<file path="src/rtl/ddc_stream_pkg.sv">
package ddc_stream_pkg;

    // Sequencer phase: preamble edges, then the endless data stream
    typedef enum logic [0:0] {
        PH_SYNC = 1'b0,
        PH_DATA = 1'b1
    } phase_e;

endpackage

</file>
<file path="src/rtl/ddc_sync.sv">
module ddc_sync #(
    parameter int             W       = 1,
    parameter int             STAGES  = 2,
    parameter logic [W-1:0]   RST_VAL = '0
) (
    input  logic         clk,
    input  logic         rst_n,
    input  logic [W-1:0] d_i,
    output logic [W-1:0] q_o
);

    // one flop chain per bit
    for (genvar g = 0; g < W; g++) begin : g_bit
        logic [STAGES-1:0] chain_d;
        logic [STAGES-1:0] chain_q;

        always_comb begin
            chain_d = {chain_q[STAGES-2:0], d_i[g]};
        end

        always_ff @(posedge clk or negedge rst_n) begin
            if (!rst_n) begin
                chain_q <= {STAGES{RST_VAL[g]}};
            end else begin
                chain_q <= chain_d;
            end
        end

        assign q_o[g] = chain_q[STAGES-1];
    end

endmodule

</file>
<file path="src/rtl/ddc_scl_qual.sv">
module ddc_scl_qual #(
    parameter int FILT_LEN = 3
) (
    input  logic clk,
    input  logic rst_n,
    input  logic scl_s_i,
    output logic mode_o
);

    localparam int CNT_W = $clog2(FILT_LEN + 1);

    typedef struct packed {
        logic             level;
        logic [CNT_W-1:0] cnt;
        logic             mode;
    } qual_state_t;

    qual_state_t qual_d, qual_q;

    always_comb begin
        qual_d = qual_q;
        if (scl_s_i != qual_q.level) begin
            if (qual_q.cnt == CNT_W'(FILT_LEN - 1)) begin
                qual_d.level = scl_s_i;
                qual_d.cnt   = '0;
                // a filtered high-to-low step sets the one-way mode latch
                if (qual_q.level && !scl_s_i) begin
                    qual_d.mode = 1'b1;
                end
            end else begin
                qual_d.cnt = qual_q.cnt + 1'b1;
            end
        end else begin
            qual_d.cnt = '0;
        end
    end

    always_ff @(posedge clk or negedge rst_n) begin
        if (!rst_n) begin
            qual_q <= '{level: 1'b1, cnt: '0, mode: 1'b0};
        end else begin
            qual_q <= qual_d;
        end
    end

    assign mode_o = qual_q.mode;

endmodule

</file>
<file path="src/rtl/ddc_stream_seq.sv">
module ddc_stream_seq
    import ddc_stream_pkg::*;
#(
    parameter int DEPTH      = 128,
    parameter int WIDTH      = 8,
    parameter int PRE_EDGES  = 9,
    parameter int START_ADDR = 93,
    localparam int ADDR_W    = $clog2(DEPTH),
    localparam int SLOT_W    = $clog2(WIDTH + 1)
) (
    input  logic              clk,
    input  logic              rst_n,
    input  logic              rise_i,
    input  logic              hold_i,
    input  logic [WIDTH-1:0]  rdata_i,
    output logic [ADDR_W-1:0] addr_o,
    output logic              drive_low_o,
    output phase_e            phase_o,
    output logic [SLOT_W-1:0] slot_o
);

    localparam int PRE_W = $clog2(PRE_EDGES + 1);

    typedef struct packed {
        phase_e             phase;
        logic [PRE_W-1:0]   pre_cnt;
        logic [SLOT_W-1:0]  slot;
        logic [ADDR_W-1:0]  addr;
        logic               drive_low;
    } seq_state_t;

    seq_state_t seq_d, seq_q;
    logic [WIDTH-1:0] next_bits;

    always_comb begin
        seq_d     = seq_q;
        next_bits = rdata_i << (seq_q.slot + SLOT_W'(1));
        if (hold_i) begin
            seq_d.drive_low = 1'b0;
        end else if (rise_i) begin
            case (seq_q.phase)
                PH_SYNC: begin
                    if (seq_q.pre_cnt == PRE_W'(PRE_EDGES)) begin
                        seq_d.phase     = PH_DATA;
                        seq_d.slot      = '0;
                        seq_d.drive_low = ~rdata_i[WIDTH-1];
                    end else begin
                        seq_d.pre_cnt = seq_q.pre_cnt + 1'b1;
                    end
                end
                default: begin
                    if (seq_q.slot == SLOT_W'(WIDTH)) begin
                        // null slot done: first bit of the next byte
                        seq_d.slot      = '0;
                        seq_d.drive_low = ~rdata_i[WIDTH-1];
                    end else if (seq_q.slot == SLOT_W'(WIDTH - 1)) begin
                        // last data bit done: release for the null slot, step address
                        seq_d.slot      = SLOT_W'(WIDTH);
                        seq_d.drive_low = 1'b0;
                        seq_d.addr      = (seq_q.addr == ADDR_W'(DEPTH - 1))
                                          ? '0 : seq_q.addr + 1'b1;
                    end else begin
                        seq_d.slot      = seq_q.slot + 1'b1;
                        seq_d.drive_low = ~next_bits[WIDTH-1];
                    end
                end
            endcase
        end
    end

    always_ff @(posedge clk or negedge rst_n) begin
        if (!rst_n) begin
            seq_q <= '{phase: PH_SYNC, pre_cnt: '0, slot: '0,
                       addr: ADDR_W'(START_ADDR), drive_low: 1'b0};
        end else begin
            seq_q <= seq_d;
        end
    end

    assign addr_o      = seq_q.addr;
    assign drive_low_o = seq_q.drive_low;
    assign phase_o     = seq_q.phase;
    assign slot_o      = seq_q.slot;

endmodule

</file>
<file path="src/rtl/ddc_stream_top.sv">
module ddc_stream_top
    import ddc_stream_pkg::*;
#(
    parameter int DEPTH       = 128,
    parameter int WIDTH       = 8,
    parameter int PRE_EDGES   = 9,
    parameter int SYNC_STAGES = 2,
    parameter int FILT_LEN    = 3,
    parameter int START_ADDR  = 93,
    localparam int ADDR_W     = $clog2(DEPTH)
) (
    input  logic              clk,
    input  logic              rst_n,
    input  logic              stream_clk_i,
    input  logic              scl_i,
    input  logic [WIDTH-1:0]  mem_rdata_i,
    output logic [ADDR_W-1:0] mem_addr_o,
    output logic              sda_low_o,
    output logic              bidir_mode_o
);

    localparam int SLOT_W = $clog2(WIDTH + 1);

    typedef struct packed {
        logic sclk_prev;
    } edge_state_t;

    edge_state_t       edge_d, edge_q;
    logic [1:0]        sync_out;
    logic              sclk_s;
    logic              scl_s;
    logic              stream_rise;
    logic              mode_latched;
    phase_e            seq_phase;
    logic [SLOT_W-1:0] seq_slot;

    // bit 1: bus clock (idle high), bit 0: stream clock
    ddc_sync #(
        .W       (2),
        .STAGES  (SYNC_STAGES),
        .RST_VAL (2'b10)
    ) u_sync (
        .clk   (clk),
        .rst_n (rst_n),
        .d_i   ({scl_i, stream_clk_i}),
        .q_o   (sync_out)
    );

    assign sclk_s = sync_out[0];
    assign scl_s  = sync_out[1];

    always_comb begin
        edge_d           = edge_q;
        edge_d.sclk_prev = sclk_s;
        stream_rise      = sclk_s & ~edge_q.sclk_prev;
    end

    always_ff @(posedge clk or negedge rst_n) begin
        if (!rst_n) begin
            edge_q <= '{sclk_prev: 1'b0};
        end else begin
            edge_q <= edge_d;
        end
    end

    ddc_scl_qual #(
        .FILT_LEN (FILT_LEN)
    ) u_qual (
        .clk     (clk),
        .rst_n   (rst_n),
        .scl_s_i (scl_s),
        .mode_o  (mode_latched)
    );

    ddc_stream_seq #(
        .DEPTH      (DEPTH),
        .WIDTH      (WIDTH),
        .PRE_EDGES  (PRE_EDGES),
        .START_ADDR (START_ADDR)
    ) u_seq (
        .clk         (clk),
        .rst_n       (rst_n),
        .rise_i      (stream_rise),
        .hold_i      (mode_latched),
        .rdata_i     (mem_rdata_i),
        .addr_o      (mem_addr_o),
        .drive_low_o (sda_low_o),
        .phase_o     (seq_phase),
        .slot_o      (seq_slot)
    );

    assign bidir_mode_o = mode_latched;

endmodule

</file>
<file path="config.mk">
export PLATFORM = sky130hd
export DESIGN_NAME = ddc_stream_top
export DESIGN_NICKNAME = d
export VERILOG_FILES = /design/src/rtl/ddc_stream_pkg.sv /design/src/rtl/ddc_sync.sv /design/src/rtl/ddc_scl_qual.sv /design/src/rtl/ddc_stream_seq.sv /design/src/rtl/ddc_stream_top.sv
export SDC_FILE = /design/constraint.sdc
export NUM_CORES = 1
export LEC_CHECK = 0
export ABC_AREA = 1
export ABC_CLOCK_PERIOD_IN_PS = 2800
export CAP_MARGIN = 15
export CORE_ASPECT_RATIO = 0.8
export CORE_MARGIN = 3
export CORE_UTILIZATION = 43
export CTS_BUF_LIST = sky130_fd_sc_hd__clkbuf_8
export CTS_CLUSTER_DIAMETER = 120
export DETAILED_ROUTE_END_ITERATION = 6
export GPL_TIMING_DRIVEN = 0
export PLACE_DENSITY = 0.66
export SYNTH_ARGS = -nofsm -noshare
export SYNTH_HDL_FRONTEND = slang
export SYNTH_SLANG_ARGS = --single-unit
export TNS_END_PERCENT = 10
</file>
<file path="constraint.sdc">
create_clock -name clk -period 2.8 [get_ports clk]
set_input_delay 0.56 -clock clk [delete_from_list [all_inputs] [get_ports clk]]
set_output_delay 0.56 -clock clk [all_outputs]
set_load 0.05 [all_outputs]
</file>
==> results_dict.tcl <==
set metrics [dict create \
    status "finished clean" \
    arrival_ns 1.79 \
    syn-instance-count 159 \
    row_count 17 \
    fin_nets 204 \
    ys_seq_elements 26 \
    synth_fp_nets 178 \
    htree_levels 1 \
    gp_congestion 0.792 \
    syn2layout_area_growth_pct 22.7 \
    finalSetupViolCount 0 \
    clk_pin_slew_ns 0.09 \
    max_freq_mhz 426 \
    drive_gt1_frac 0.174 \
    grt_max_degree 27 \
    maxCapViolCount 0 \
    worst_setup_path_start_kind "flop" \
    vias 1044 \
    ys_seq_area_frac 0.471 \
    routedWlPerCell_um 11.3 \
    synth_edf_count 0 \
    antenna_cells 0 \
    cts_resized 0 \
    clockBufferDepth 2 \
    io_buffers 20 \
    track_usage 0.144 \
    synth.distinct_cells 25 \
    p_per_area_mw_per_mm2 642 \
    cp.required_ns 2.24 \
    route.detailed.drc 0 \
    ir_drop_mv 0.386 \
    syn_avg_cell_area_um2 8.82 \
    vias_per_cell 4.70 \
    grt_pass1_vias 1060 \
    worstMarginPinSlew_ns 0.634 \
    cts_num_sinks 26 \
    syn_area_mm2 0.00140 \
    core-area_mm2 0.00294 \
    cp_max_fo 5 \
    preCtsSetupSlack_ns 0.756 \
    fp.dieH_um 57.1 \
    slew_headroom 0.576 \
    hp-class "reg -> reg" \
    final.setup.worst_slack_ns 0.452 \
    antenna_left 0 \
    dpl.hpwl_mm 1.90 \
    critPathCaptureType "primary output" \
    postCtsSetupRepairBufs 0 \
    drt-total-wl_mm 2.50 \
    tritoncts "yes" \
    final-hold-violation-count 0 \
    cts_buffers 3 \
    tns_ns 0 \
    synth_warnings 0 \
    die_area_mm2 0.00399 \
    ys.flop_type "dfrtp_1" \
    finalCritPeriodShare 0.839 \
    drt_iter0_drc 31 \
    async_reset_ff_frac 1.00 \
    clock_latency_ns 0.28 \
    start_util 0.478 \
    cts_hold_repair.buffers 0 \
    io_pins 21 \
    die_width_um 69.9 \
    antenna_found_initial 0 \
    grt_setup_unrepaired "false" \
    dr.pass1.iters 4 \
    period_needed_ns 2.35 \
    p_leak_uw 0.000869 \
    crit_type "reg -> out" \
    globalRoute.totalOverflow 0 \
    cts-root-buf "clkbuf_8" \
    grt_first_pass_wirelength_mm 4.67 \
    drv_slew 0 \
    fin_worst_skew_ns 0.00730 \
]
==> registers in the layout (all words and copies together) (netlist names) <==
register              count
u_seq.addr_o              7
u_seq.seq_q               4
u_seq.slot_o              4
u_sync.g_bit.chain_q      4
u_qual.qual_q             3
edge_q                    1
u_qual.mode_o             1
u_seq.drive_low_o         1
u_seq.phase_o             1
==> Yosys cell counts (2+ instances only) <==
master,n,area share
buf_4,7,0.037
dfrtp_1,18,0.32
dfstp_2,8,0.15
ha_1,7,0.062
inv_1,20,0.054
inv_2,2,0.0054
nand2_1,39,0.10
nand2_2,2,0.0089
nand2_4,2,0.016
nand3_1,17,0.061
nand4_1,4,0.018
nor2_1,6,0.016
nor2_2,2,0.0089
nor3_1,2,0.0071
o21ai_0,6,0.021
o22ai_1,2,0.0089
xnor2_1,3,0.019
xor2_1,5,0.031
==> layout by cell type, fill, tap and decap left out <==
cell,synthesis,routed
nand2_1,39,39
inv_1,20,20
clkdlybuf4s50_1,0,20
dfrtp_1,18,18
nand3_1,17,17
dfstp_2,8,8
ha_1,7,7
buf_4,7,7
nor2_1,6,6
o21ai_0,6,6
xor2_1,5,5
nand4_1,4,4
clkbuf_8,0,4
xnor2_1,3,3
nor3_1,2,2
nor2_2,2,2
nand2_2,2,2
inv_2,2,2
nand2_4,2,2
o22ai_1,2,2
nand3_2,1,1
nor2_8,1,1
clkinv_2,1,1
nand3b_1,1,1
xnor2_2,1,1
a21oi_1,1,1
a31oi_1,1,1
buf_8,0,1
==> where the power goes <==
| part | leakage, µW | internal (µW) | total (µW) | switching, µW |
|---|---|---|---|---|
| registers | 0.000315 | 456 | 528 | 71.8 |
| logic | 0.000526 | 127 | 329 | 202 |
| clock network | 0.0000288 | 126 | 247 | 121 |
| total | 0.000869 | 710 | 1100 | 395 |
==> stage by stage <==
stage	total power, µW	utilization	instance area, µm²	hold WS, ns	instances
after global routing	1200	0.586	1720	0.368	222
after floorplan	764	-	1400	0.264	159
final	1100	0.586	1720	0.363	222
after global placement	846	0.562	1650	0.333	217
after CTS	1120	0.581	1710	0.367	221
after detailed placement	867	0.562	1650	0.354	217
==> path summary, 6_finish.rpt <==
path	startpoint	endpoint	slack [ns]	cells past startpoint
setup / recovery	u_seq.addr_o[2]	mem_addr_o[2]	0.45	2
hold / removal	u_sync.g_bit[1].chain_q[0]	u_sync.g_bit[1].chain_q[1]	0.36	0
setup reg to reg	u_seq.slot_o[0]	u_seq.drive_low_o	1.22	9
hold reg to reg	u_sync.g_bit[1].chain_q[0]	u_sync.g_bit[1].chain_q[1]	0.36	0
max in group asynchronous	rst_n	u_seq.addr_o[3]	1.53	2
min in group asynchronous	rst_n	u_seq.slot_o[0]	0.67	1
==> critical path, cell delays in order, from the launching register on <==
cell and delay, ns:
dfstp_2 0.61, buf_4 0.12, clkdlybuf4s50_1 0.78
==> routing by layer <==
metal  global-route usage  routed length [µm]  vias up
met5                    0                   0        -
li1                     -                   -      542
met2                0.241                1200       17
met1                0.186                1150      480
met3               0.0423                 113        5
met4               0.0328                  32        0
==> cell families after synthesis <==
group | after synthesis | share of synthesized area
and+or+nand+nor | 77 | 0.267
buffers and inverters | 30 | 0.0999
DFF | 26 | 0.471
AOI/OAI and AO/OA | 10 | 0.0384
xor gates and xnor gates | 9 | 0.0616
adders and majority gates | 7 | 0.0624
==> final cells by class <==
class                   instances  area (µm²)
multi-input cells             103         602
clock buffers                   4        55.1
plain buffers                   7        52.6
inverters                      23        87.6
fillers                       252        1210
well taps                      38        47.5
repair buffers                 21         215
flip-flops and latches         26         661
(Power assumes the default switching activity.)
